[config.mk]
export PLATFORM = sky130hd
export DESIGN_NAME = dma_burst_arb
export DESIGN_NICKNAME = d
export VERILOG_FILES = /design/src/rtl/dma_burst_arb.sv
export SDC_FILE = /design/constraint.sdc
export NUM_CORES = 1
export LEC_CHECK = 0
export BUFFER_PORTS_ARGS = -buffer_cell sky130_fd_sc_hd__buf_2
export CAP_MARGIN = 20
export CORE_UTILIZATION = 44
export CTS_BUF_LIST = sky130_fd_sc_hd__clkbuf_4
export CTS_CLUSTER_DIAMETER = 50
export CTS_CLUSTER_SIZE = 30
export DETAILED_ROUTE_END_ITERATION = 8
export PLACE_DENSITY = 0.67
export SYNTH_ARGS = -nofsm -noshare
export SYNTH_HDL_FRONTEND = slang
export SYNTH_SLANG_ARGS = --single-unit
[constraint.sdc]
create_clock -name clk -period 4.8 [get_ports clk]
set_input_delay 0.72 -clock clk [delete_from_list [all_inputs] [get_ports clk]]
set_output_delay 0.72 -clock clk [all_outputs]
set_load 0.02 [all_outputs]
[src/rtl/dma_burst_arb.sv]
module dma_burst_arb #(
  parameter int AW   = 32,
  parameter int CW   = 12,
  parameter int MAXB = 4,
  parameter int BNDW = 4,
  parameter int LW   = $clog2(MAXB + 1)
) (
  input  logic                 clk,
  input  logic                 rst_n,
  input  logic [3:0]           ld_en,
  input  logic [3:0][AW-1:0]   ld_addr,
  input  logic [3:0][CW-1:0]   ld_cnt,
  input  logic [3:0]           ld_dir,
  output logic                 bus_req,
  output logic [AW-1:0]        bus_addr,
  output logic                 bus_write,
  output logic [LW-1:0]        bus_len,
  input  logic                 bus_ready,
  output logic [1:0]           grant_id,
  output logic [LW-1:0]        beat_cnt,
  output logic [3:0]           pending
);
  localparam int NR = 4;
  localparam int WA = AW - 2;
  localparam int BB = $clog2(BNDW);

  logic [WA-1:0] waddr [NR];
  logic [CW-1:0] cnt   [NR];
  logic [NR-1:0] dir;
  logic          busy;
  logic [1:0]    gid;
  logic [LW-1:0] len, beat;

  logic          found;
  logic [1:0]    sel;
  logic [CW-1:0] to_bnd, lim;
  logic          last;

  always_comb begin
    found = 1'b0;
    sel   = '0;
    for (int i = NR - 1; i >= 0; i--)
      if (cnt[i] != '0) begin
        found = 1'b1;
        sel   = 2'(i);
      end
  end

  always_comb begin
    to_bnd = CW'(BNDW) - CW'(waddr[sel][BB-1:0]);
    lim    = cnt[sel];
    if (lim > CW'(MAXB)) lim = CW'(MAXB);
    if (lim > to_bnd)    lim = to_bnd;
  end

  assign last = (beat == len - LW'(1));

  always_ff @(posedge clk) begin
    if (!rst_n) begin
      busy <= 1'b0;
      gid  <= '0;
      len  <= '0;
      beat <= '0;
      dir  <= '0;
      for (int i = 0; i < NR; i++) begin
        waddr[i] <= '0;
        cnt[i]   <= '0;
      end
    end else begin
      if (!busy) begin
        if (found) begin
          busy <= 1'b1;
          gid  <= sel;
          len  <= LW'(lim);
          beat <= '0;
        end
      end else if (bus_ready) begin
        if (last) begin
          busy       <= 1'b0;
          beat       <= '0;
          waddr[gid] <= waddr[gid] + WA'(len);
          cnt[gid]   <= cnt[gid] - CW'(len);
        end else begin
          beat <= beat + LW'(1);
        end
      end
      for (int i = 0; i < NR; i++)
        if (ld_en[i] && cnt[i] == '0) begin
          waddr[i] <= ld_addr[i][AW-1:2];
          cnt[i]   <= ld_cnt[i];
          dir[i]   <= ld_dir[i];
        end
    end
  end

  assign bus_req   = busy;
  assign bus_addr  = {waddr[gid] + WA'(beat), 2'b00};
  assign bus_write = busy & dir[gid];
  assign bus_len   = busy ? len : '0;
  assign grant_id  = gid;
  assign beat_cnt  = beat;

  for (genvar g = 0; g < NR; g++) begin : g_pend
    assign pending[g] = (cnt[g] != '0);
  end


  len_range_chk: assert property (@(posedge clk) disable iff (!rst_n)
    bus_req |-> (bus_len >= LW'(1) && int'(bus_len) <= MAXB));


  no_cross_chk: assert property (@(posedge clk) disable iff (!rst_n)
    bus_req |-> (int'(waddr[gid][BB-1:0]) + int'(bus_len) <= BNDW));


  stall_hold_chk: assert property (@(posedge clk) disable iff (!rst_n)
    (bus_req && !bus_ready) |=> (bus_req && $stable(beat_cnt) && $stable(bus_addr)));


  no_preempt_chk: assert property (@(posedge clk) disable iff (!rst_n)
    (bus_req && !(bus_ready && beat_cnt == bus_len - LW'(1))) |=> (bus_req && $stable(grant_id)));


  gap_chk: assert property (@(posedge clk) disable iff (!rst_n)
    (bus_req && bus_ready && beat_cnt == bus_len - LW'(1)) |=> !bus_req);


  idle_chk: assert property (@(posedge clk) disable iff (!rst_n)
    (pending == 4'b0) |=> !bus_req);
endmodule

* Word level (Yosys, flattened, before mapping) *
Memories as Yosys holds them, arrays and structs flattened. A register that Yosys moved wholly into a read port is not among the register bits.
Index checks and enable logic that the tools add are counted.

storage, ports and cells
  output and inout port bits = 46
  memories = 2
  word-level logic and storage cells = 129
  input bits = 187
  flip-flop bits (word level) = 13
  RAM bits = 168

cells by class
  order comparisons = 3
  bitwise logic cells = 34
  muxes and demuxes = 51
  add/subtract/negate cells = 6
  reductions and logical operators = 15
  eq/ne operators = 10

memories
  name   words  width  rd ports  clocked after Yosys merged registers in  write ports  line  source
  waddr  4      30     2         1                                        5            27    logic [WA-1:0] waddr [NR];
  cnt    4      12     6         1                                        5            28    logic [CW-1:0] cnt [NR];

operators with widths
  operator                                                                          number
  30-bit 2-to-1 mux                                                                 4
  30-bit by 3-bit adder with 30-bit output                                          2
  12-bit 2-to-1 mux                                                                 5
  12-bit zero test                                                                  4
  12-bit nonzero test                                                               4
  1-bit 2-to-1 mux                                                                  27
  3-bit 2-to-1 mux                                                                  6
  1-bit AND                                                                         17
  2-bit equality test, second input constant                                        8
  2-bit 2-to-1 mux                                                                  8
  12-bit greater-than comparator                                                    1
  12-bit by 3-bit greater-than comparator with 1-bit output, second input constant  1
  12-bit by 3-bit subtractor with 12-bit output                                     1
  1-bit inverter                                                                    9
  1-bit bitwise OR                                                                  8
  1-bit logical AND                                                                 4
  2-bit AND reduction                                                               2
  3-bit by 2-bit subtractor with 4-bit output, first input constant                 1
  3-bit by 1-bit adder with 3-bit output, second input constant                     1
  3-bit equality test                                                               1
  2-bit by 3-bit < comparator with 1-bit output, second input constant              1
  3-bit by 1-bit subtractor with 3-bit output, second input constant                1
  1-bit binary-select mux with 2-bit select                                         1
  2-bit != test, second input constant                                              1
  2-bit nonzero test                                                                1

* Logic depth before layout (Yosys ltp) *
Gate-level depths: netlist of run 1.
An unclocked memory read counts as a cell.

  depth in word-level cells = 12
  depth in mapped cells = 17
  mapped depth without buffers = 16

* Least setup slack after synthesis of run 1 *
Ideal clock, no wire load.

  kind = reg-to-reg
  start = memory cnt[0][9]
  end = register len[1]
  slack = 0.811 ns
  period minus slack after synthesis = 3.989 ns
  setup time = 0.060 ns
  arrival time = 3.930 ns
  required time = 4.740 ns
  cell stages (with the launch flop) = 17
  buffers on the path = 0
  cell sequence = edfxtp_1 -> or4_1 -> nor3_2 -> inv_2 -> nor2_1 -> o21ai_0 -> mux4_2 -> inv_1 -> ha_1 -> inv_1 -> ha_1 -> nor2b_1 -> o21a_1 -> o21ai_0 -> o311ai_0 -> nor3b_1 -> o221a_2

RTL lines
  item                    line  source
  start: declaration      28
  end signal: assignment  74    len <= LW'(lim);
  end: declaration        32    logic [LW-1:0] len, beat;

==> results_dict.tcl, run 1 <==
set metrics [dict create \
    status "finished, final reports clean" \
    cts_tree "done" \
    ys_warn_count 0 \
    synth-async-reset-ratio_pct 0 \
    yosys_most_used_dff "edfxtp_1" \
    finalCriticalPeriod_ns 4.52 \
    initial_core_util_pct 45.0 \
    ant_nets 0 \
    worst-setup-path-type "reg -> out" \
    peakVddDrop_uv 133 \
    htree_levels 4 \
    p_clk_share_pct 27.0 \
    slew_violations 0 \
    holdCritPathClass "in -> reg" \
    cp_max_fo 10 \
    syn-cell-area_sq_um 10600 \
    arrival_ns 3.80 \
    clk_latency_ns 0.60 \
    drtPass1Iterations 7 \
    slew_headroom_pct 27.1 \
    fp.dieW_um 157 \
    grt_max_degree 44 \
    synth_top_family_by_area "simple AND/OR/NAND/NOR gates" \
    multi_input_area_sq_um 4900 \
    drc_errors 0 \
    synth_area_leaders "edfxtp_1 48%, mux4_2 7.2%, nand2_1 6.6%, o21ai_0 6.5%, xnor2_1 3.6%" \
    synth_compound_area_share_pct 11.8 \
    combPwrFrac_pct 13.9 \
    worst_hold_slack_ns 0.374 \
    synth_cells 951 \
    cellPowerDensity_nw_per_um2 251 \
    synth_mux_area_share_pct 9.80 \
    critPathLaunchType "register" \
    seq_area_sq_um 5350 \
    synth_xor_area_share_pct 5.78 \
    drive_gt1_share_pct 29.7 \
    synthAdderAreaFrac_pct 2.34 \
    synth.top_cell.area_share_pct 47.6 \
    numClockSinks 183 \
    p_seq_share_pct 59.0 \
    rows 56 \
    grt_pass1_wl_um 48200 \
    rsz0062_at_grt "no" \
    place_inst 1462 \
    hold_viol 0 \
    place.gp.congestion 0.915 \
    synth-edff-count 168 \
    wl_um 32700 \
    crit_path_end_kind "primary output" \
    grt_busiest_layer "met2" \
    dieArea_sq_um 24700 \
    switching_power_w 0.000900 \
    required_ns 4.08 \
    synthTopCellsByCount "185 x nand2_1, 168 x edfxtp_1, 137 x o21ai_0" \
    ctsHoldBuffers 0 \
    grt_util_met2_pct 41.7 \
    fillCellCount 2144 \
    grt_overflow 0 \
    synth.avg_cell_area_sq_um 11.1 \
    cts_buffers 17 \
    clockRootBuffer "clkbuf_4" \
    report.power.total_w 0.00309 \
    synth_top_cell_by_area "edfxtp_1" \
    grt_pass1_vias 8314 \
    fmax_ghz 0.221 \
    setup_viol 0 \
    finClkSkew_ns 0.0350 \
    antenna_found_initial 2 \
    drtIter0Drc 757 \
    clk_path_buf_depth 2 \
    dp_hpwl_um 22700 \
    io_buffers 222 \
    fin_tns_setup_ns 0 \
    io_pins 233 \
    yosysMostFrequentCell "nand2_1" \
    vias_per_cell 5.83 \
    dr_total_vias 8729 \
    yosysSeqAreaShare_pct 50.4 \
    p_int_w 0.00219 \
    die_y_um 157 \
    timing.final.crit_share_pct 94.3 \
    ys_ff_latch 183 \
    avgRoutedWirePerCell_um 21.8 \
    core_sq_um 23500 \
    stdcell_count 1496 \
    nets 1367 \
    met1_usage_pct 38.2 \
    drv_cap 0 \
    synth-simple-area-share_pct 16.2 \
    clk_pin_slew_worst_paths_ns 0.16 \
    grt_usage_pct 26.9 \
    use_met3_pct 4.79 \
    worstMarginPinSlew_ns 1.09 \
    p_leak_nw 4.55 \
    sw_frac_of_total_pct 29.1 \
    synth.distinct_cells 70 \
    syn_to_final_growth_pct 16.3 \
]
layer usage:
metal | share of wire [%] | vias up
li1 | - | 3968
met1 | 43 | 4223
met2 | 46 | 487
met3 | 9.0 | 49
met4 | 2.2 | 2
met5 | 0.040 | -
layout by cell type, fill, tap and decap left out, types with 17 or more instances in the layout:
cell type / instances
buf_2: 222
nand2_1: 185
edfxtp_1: 168
o21ai_0: 137
xnor2_1: 44
mux4_2: 34
xor2_1: 26
buf_4: 24
nor2_1: 23
inv_1: 21
o21ai_1: 20
a22o_1: 20
clkbuf_4: 17
repair_timing:
| action | CTS | global route |
|---|---|---|
| endpoints found under the setup margin | 0 | 4 |
| resized for setup | 0 | 3 |
| buffers inserted | 0 | 0 |
power by group through the flow:
stage / sequential, W / clock (W) / combinational [W]
final: 0.00183 / 0.000837 / 0.000431
after global routing: 0.00183 / 0.000906 / 0.000465
after CTS: 0.00183 / 0.000844 / 0.000429
after detailed placement: 0.00186 / 0 / 0.000426
after global placement: 0.00186 / 0 / 0.000421
after floorplan: 0.00185 / 0 / 0.000245
state kept, by name, summed over array words and instances, names as in the netlist, named ones only:
register / count
dir: 4
cnt: 48
len: 3
bus_req: 1
beat_cnt: 3
grant_id: 2
waddr: 120
logic make-up (layout without fill, tap and decap cells):
kind of cell / after synthesis / count (layout)
other cells: 1 / 4
compound gates: 215 / 215
buf+inv: 79 / 302
flops: 183 / 183
xor+xnor: 70 / 70
mux: 45 / 45
fa+ha+maj: 18 / 18
simple gates: 340 / 340
worst paths after layout:
check | from | endpoint | slack [ns] | depth (start not counted)
worst max-delay path | register | bus_addr[28] | 0.28 | 11
worst min-delay path | ld_dir[0] | dir[0] | 0.37 | 3
worst max register to register | cnt[3][9] | len[1] | 0.58 | 16
worst min register to register | dir[0] | dir[0] | 0.48 | 2
critical path, cell delays in order (launching register included):
cell       delay (ns)
dfxtp_4          0.44
mux4_1           0.41
ha_1             0.20
inv_1            0.06
fa_1             0.40
nor2b_1          0.22
o2111ai_1        0.23
or2_2            0.39
nor2_1           0.23
nand4_1          0.15
xnor2_1          0.26
buf_2            0.22
final cells by class:
cell class	instances	area share [%]
clock inverters	15	1.11
inverters	22	0.670
diodes	2	0.0406
multi-input cells	690	39.7
clock buffers	17	1.03
well taps	319	3.24
repair buffers	248	10.8
flip-flops and latches	183	43.4
through the flow:
| stage | setup WS (ns) | instance area [sq um] | util (%) |
|---|---|---|---|
| finish | 0.276 | 12300 | 52.4 |
| global route | 0.0342 | 12300 | 52.4 |
| CTS | 0.0841 | 12300 | 52.3 |
| detailed placement | 0.637 | 12100 | 51.2 |
| global placement | 0.689 | 12100 | 51.2 |
| floorplan | 0.811 | 10600 | - |
No activity file was read; power rests on OpenSTA's default activity.
==> run 2, diff against run 1 <==
- ABC_AREA: not set -> 1
- PLACE_DENSITY: 0.67 -> 0.66
==> run 2 against run 1 <==
  * Sequential power hardly changed
  * Fmax is 0.78% lower
  * Flip-flop and latch count stayed put
  * Global-route usage is 0.47 points higher
  * Count of clock-buffer cells in the layout is 3 higher
  * Combinational power is 19% higher
  * Total power is 4.4% higher
  * Critical path depth is 1 higher
==> results_dict.tcl, run 2 <==
set metrics [dict create \
    status "finished, final reports clean" \
    crit_chain "buf_4 -> buf_4 -> o21ai_0 -> o22ai_1 -> ha_1 -> inv_1 -> nor2_1 -> nor2_1 -> nor2_1 -> nand3_1 -> xor2_1 -> buf_2" \
    wl_um 38800 \
    stdcell_count 2076 \
    worst_hold_slack_ns 0.326 \
    htree_levels 4 \
    ys_ff_latch 183 \
    regMostFlops "waddr" \
    crit_path_end_kind "primary output" \
    largest_reg_flops 120 \
    synth-simple-area-share_pct 31.1 \
    syn-cell-area_sq_um 12100 \
    syn_to_final_growth_pct 12.8 \
    nets 1926 \
    clk_latency_ns 0.59 \
    critPathSlowestCell "nor2_1" \
    die_y_um 168 \
    cts_buffers 17 \
    yosysMostFrequentCell "nand2_1" \
    r2r_slack_ns 1.18 \
    rows 60 \
    core_sq_um 27000 \
    numClockSinks 183 \
    synth.top_cell.area_share_pct 41.7 \
    fmax_ghz 0.219 \
    holdPathStages 3 \
    peakVddDrop_uv 168 \
    drv_cap 0 \
    drc_errors 0 \
    cts_tree "done" \
    hp-start "ld_dir[1]" \
    cp_common_cell "nor2_1" \
    worst-setup-path-type "reg -> out" \
    synth_xor_area_share_pct 4.24 \
    grt_pass1_vias 10300 \
    final_common_cell "nand2_1" \
    synth_top_family_by_area "simple AND/OR/NAND/NOR gates" \
    synth_mux_area_share_pct 0 \
    synth_cells 1528 \
    slew_headroom_pct 26.4 \
    fin_util_pct 50.6 \
    ant_nets 0 \
    rsz0062_at_grt "no" \
    clockRootBuffer "clkbuf_4" \
    initial_core_util_pct 44.9 \
    finClkSkew_ns 0.0344 \
    cellPowerDensity_nw_per_um2 237 \
    slew_violations 0 \
    drtPass1Iterations 7 \
    synthTopCellsByCount "521 x nand2_1, 168 x edfxtp_1, 147 x inv_1" \
    synth-edff-count 168 \
    hold_viol 0 \
    synth_compound_area_share_pct 9.26 \
    avgRoutedWirePerCell_um 18.7 \
    ys_warn_count 0 \
    yosysSeqAreaShare_pct 44.2 \
    required_ns 4.08 \
    arrival_ns 3.84 \
    dp_hpwl_um 27200 \
    worstMarginPinSlew_ns 1.10 \
    synth-async-reset-ratio_pct 0 \
    grt_overflow 0 \
    fp.dieW_um 168 \
    cp_max_fo 28 \
    vias_per_cell 5.31 \
    grt_max_degree 66 \
    holdCritPathClass "in -> reg" \
    timing.rr.start "cnt[2][2]" \
    largestRegisters "waddr x120, cnt x48, dir x4" \
    yosys_most_used_dff "edfxtp_1" \
    clk_pin_slew_worst_paths_ns 0.16 \
    fin_tns_setup_ns 0 \
    final_cell_mix "521 x nand2_1, 222 x buf_2, 168 x edfxtp_1" \
    clk_path_buf_depth 2 \
    post-cts-setup-buffer-count 0 \
    worstHoldEndpoint "dir[1]" \
    synth_area_leaders "edfxtp_1 42%, nand2_1 16%, inv_1 4.6%, nand3_1 4.4%, nor2_1 3.1%" \
    synth_top_cell_by_area "edfxtp_1" \
    drtIter0Drc 1212 \
    timing.final.crit_share_pct 95.0 \
    io_pins 233 \
    dieArea_sq_um 28200 \
    synth.distinct_cells 54 \
    place.gp.congestion 0.892 \
    setup_viol 0 \
    antenna_found_initial 1 \
    p_leak_nw 6.24 \
    dr_total_vias 11000 \
    drive_gt1_share_pct 23.1 \
    crit_path_max_incr_delay_ns 0.43 \
    timing.rr.end "len[0]" \
    place_inst 2043 \
    ff2ff_path_depth 21 \
    synthAdderAreaFrac_pct 2.05 \
    grt_pass1_wl_um 58000 \
    grt_usage_pct 27.4 \
    synth.avg_cell_area_sq_um 7.92 \
    critPathLaunchType "register" \
    finalCriticalPeriod_ns 4.56 \
    io_buffers 222 \
]
==> run 2: changes by cell type after synthesis, sizes merged, moves of 28 or more <==
cell / change
inv: +144
mux4: -44
nand2: +379
nand3: +95
nor2: +108
o21ai: -28
xnor2: -30
==> run 2: layout make-up <==
cell class,instances,area [sq um]
clock inverter,12,130
inverter,169,653
multi-input combinational,1110,5670
fill,2662,13300
tap,341,427
sequential,183,5350
antenna,1,2.50
clock buffer,20,150
timing repair buffer,240,1260
==> run 2: cells by family (layout without fill, tap and decap cells) <==
kind of cell,count (synthesis),count (layout)
buffers and inverters,236,441
and+or+nand+nor,840,840
other,1,3
xor gates and xnor gates,56,56
AOI/OAI and AO/OA,194,194
DFF,183,183
adders and majority gates,18,18
==> run 2: worst max-delay path, delay by kind of cell, from the launching register on <==
kind | cells | cell delay [ns]
buffers and inverters | 4 | 1.00
adders and majority gates | 1 | 0.30
DFF | 1 | 0.34
AOI/OAI and AO/OA | 2 | 0.39
xor gates and xnor gates | 1 | 0.29
and+or+nand+nor | 4 | 0.89
==> run 2: where the power goes <==
part | switching, W | leakage (nW) | internal (W) | total (W)
logic | 0.000343 | 4.24 | 0.000168 | 0.000511
registers | 0.0000339 | 1.86 | 0.00179 | 0.00182
clock network | 0.000569 | 0.143 | 0.000327 | 0.000896
==> run 2: timing repair <==
action,in CTS,in global routing
hold endpoints to repair,0,0
gates cloned,0,0
gates resized for setup,1,3
endpoints found under the setup margin,1,1
hold buffers,0,0
==> run 2: worst max path at each step <==
stage	end	slack, ns
3_3_place_gp	bus_addr[30]	0.75
2_1_floorplan	bus_addr[30]	0.77
5_1_grt	bus_addr[31]	0.07
6_report	bus_addr[23]	0.24
4_1_cts	bus_addr[30]	0.11
3_5_place_dp	bus_addr[30]	0.67
==> run 2: metrics by stage <==
stage                     setup WS (ns)  instance area, sq um  power (W)
after CTS                         0.107                 13600    0.00322
after global placement            0.748                 13400    0.00235
after detailed placement          0.671                 13400    0.00236
final                             0.240                 13600    0.00323
after floorplan                   0.770                 12100    0.00217
after global routing             0.0650                 13600    0.00334
==> run 2: per-layer routing <==
layer	up-vias	track usage, %	routed length [um]
met2	528	45.7	18400
met4	0	9.81	1020
met3	61	3.15	3090
li1	5358	-	-
met1	5084	36.9	16300
met5	-	0	0
==> run 3, diff against run 2 <==
- CTS_BUF_LIST: sky130_fd_sc_hd__clkbuf_4 -> not set
==> run 3 against run 2 <==
  * Worst setup slack improved by 0.064 ns
  * Clock power is 58% higher
  * Die area did not move
  * Worst hold slack improved by 0.16 ns
  * Total power is 16% higher
  * Critical path type unchanged
  * Largest power group unchanged
  * Via count grew 0.55%
  * Fmax is 1.4% higher
  * Flip-flop and latch count unchanged
  * Combinational power about the same
  * Critical endpoint is now bus_addr[30]
  * First-iteration DRC count shrank 7.0%
==> results_dict.tcl, run 3 (synthesis gave the netlist of run 2 again) <==
set metrics [dict create \
    dp_hpwl_um 27200 \
    worst-setup-path-type "reg -> out" \
    p_leak_nw 6.36 \
    clk_path_buf_depth 2 \
    initial_core_util_pct 44.9 \
    rows 60 \
    ctsHoldBuffers 0 \
    io_pins 233 \
    fp.dieW_um 168 \
    critPathLaunchType "register" \
    htree_levels 4 \
    dieArea_sq_um 28200 \
    finalCriticalPeriod_ns 4.50 \
    fillCellCount 2624 \
    fin_tns_setup_ns 0 \
    final_common_cell "nand2_1" \
    nets 1926 \
    drive_gt1_share_pct 22.9 \
    drc_errors 0 \
    clk_latency_ns 0.44 \
    hold_viol 0 \
    drv_cap 0 \
    numClockSinks 183 \
    arrival_ns 3.78 \
    cellPowerDensity_nw_per_um2 269 \
    diodes 0 \
    grt_overflow 0 \
    largestRegisters "waddr x120, cnt x48, dir x4" \
    crit_path_end_kind "primary output" \
    vias_per_cell 5.35 \
    cts_buffers 17 \
    slew_violations 0 \
    dr_total_vias 11100 \
    fmax_ghz 0.222 \
    cts_tree "done" \
    die_y_um 168 \
    drtPass1Iterations 5 \
    avgRoutedWirePerCell_um 18.9 \
    finClkSkew_ns 0.0110 \
    rsz0062_at_grt "no" \
    clk_pin_slew_worst_paths_ns 0.07 \
    setup_viol 0 \
    ant_nets 0 \
    grt_usage_pct 27.6 \
    worstMarginPinSlew_ns 1.08 \
    largest_reg_flops 120 \
    status "finished, final reports clean" \
    syn_to_final_growth_pct 15.2 \
    required_ns 4.08 \
    peakVddDrop_uv 198 \
    grt_max_degree 66 \
    final_cell_mix "521 x nand2_1, 222 x buf_2, 168 x edfxtp_1" \
    clockRootBuffer "clkbuf_16" \
    layout_setup_ws_ns 0.305 \
    drtIter0Drc 1127 \
    cp_max_fo 19 \
    dp_slack_ns 0.671 \
    antenna_found_initial 0 \
    regMostFlops "waddr" \
    holdCritPathClass "reg -> reg" \
    slew_headroom_pct 28.1 \
    io_buffers 222 \
    grt_pass1_vias 10400 \
    wl_um 39100 \
    place.gp.congestion 0.892 \
    timing.final.crit_share_pct 93.7 \
    core_sq_um 27000 \
    grt_pass1_wl_um 58300 \
]
## run 3: changes by cell type in the layout (fill, tap and decap cells not counted), sizes merged
cell and delta:
clkbuf +1, clkinv -1, diode -1
## run 3: cell type report
class                   count  area [sq um]  area share [%]
repair buffers            240          1260            9.04
clock buffers              21           450            3.23
clock inverters            11           126           0.907
well taps                 341           427            3.06
flip-flops and latches    183          5350            38.4
multi-input cells        1110          5670            40.7
inverters                 169           648            4.65
## run 3: per-stage QoR
stage | area, sq um | total power (W) | utilization, % | cells | hold WS [ns]
floorplan | 12100 | 0.00217 | - | 1529 | 0.441
global placement | 13400 | 0.00235 | 49.5 | 2043 | 0.468
detailed placement | 13400 | 0.00236 | 49.5 | 2043 | 0.471
CTS | 13900 | 0.00375 | 51.7 | 2075 | 0.477
global route | 13900 | 0.00386 | 51.7 | 2075 | 0.477
finish | 13900 | 0.00375 | 51.7 | 2075 | 0.485
## run 3: path summary, 6_finish.rpt
kind             start            to  slack, ns  cells after the start
max           register  bus_addr[30]       0.30                     16
min             dir[3]        dir[3]       0.48                      2
max reg2reg  cnt[2][2]        len[0]       1.14                     21
min reg2reg     dir[3]        dir[3]       0.48                      2
## run 3: power by group
| part | switching (W) | internal (W) |
|---|---|---|
| Sequential | 0.0000337 | 0.00179 |
| Clock | 0.000634 | 0.000784 |
| Combinational | 0.000343 | 0.000168 |
| Total | 0.00101 | 0.00274 |
## run 3: timing repair
action,4_1_cts,5_1_grt
endpoints found under the setup margin,0,1
hold endpoints to repair,0,0
gates resized for setup,0,1
setup buffers,0,0
## run 3: routing by layer
metal	wire (um)	up-vias	track usage [%]
li1	-	5361	-
met1	16700	5125	36.9
met2	18500	541	45.9
met3	2920	65	3.76
met4	1010	0	9.77
met5	0	-	0
## run 3: critical path, stage by stage, from the launching register on
cell     delay (ns)
dfxtp_1        0.30
buf_4          0.21
inv_4          0.25
o21ai_0        0.15
o22ai_1        0.20
ha_1           0.22
inv_1          0.06
fa_1           0.41
nor2_1         0.12
nor2_1         0.06
nor2_1         0.23
nand2_2        0.17
nor2_4         0.22
nand2_1        0.14
nor3_2         0.14
xor2_1         0.24
buf_2          0.21
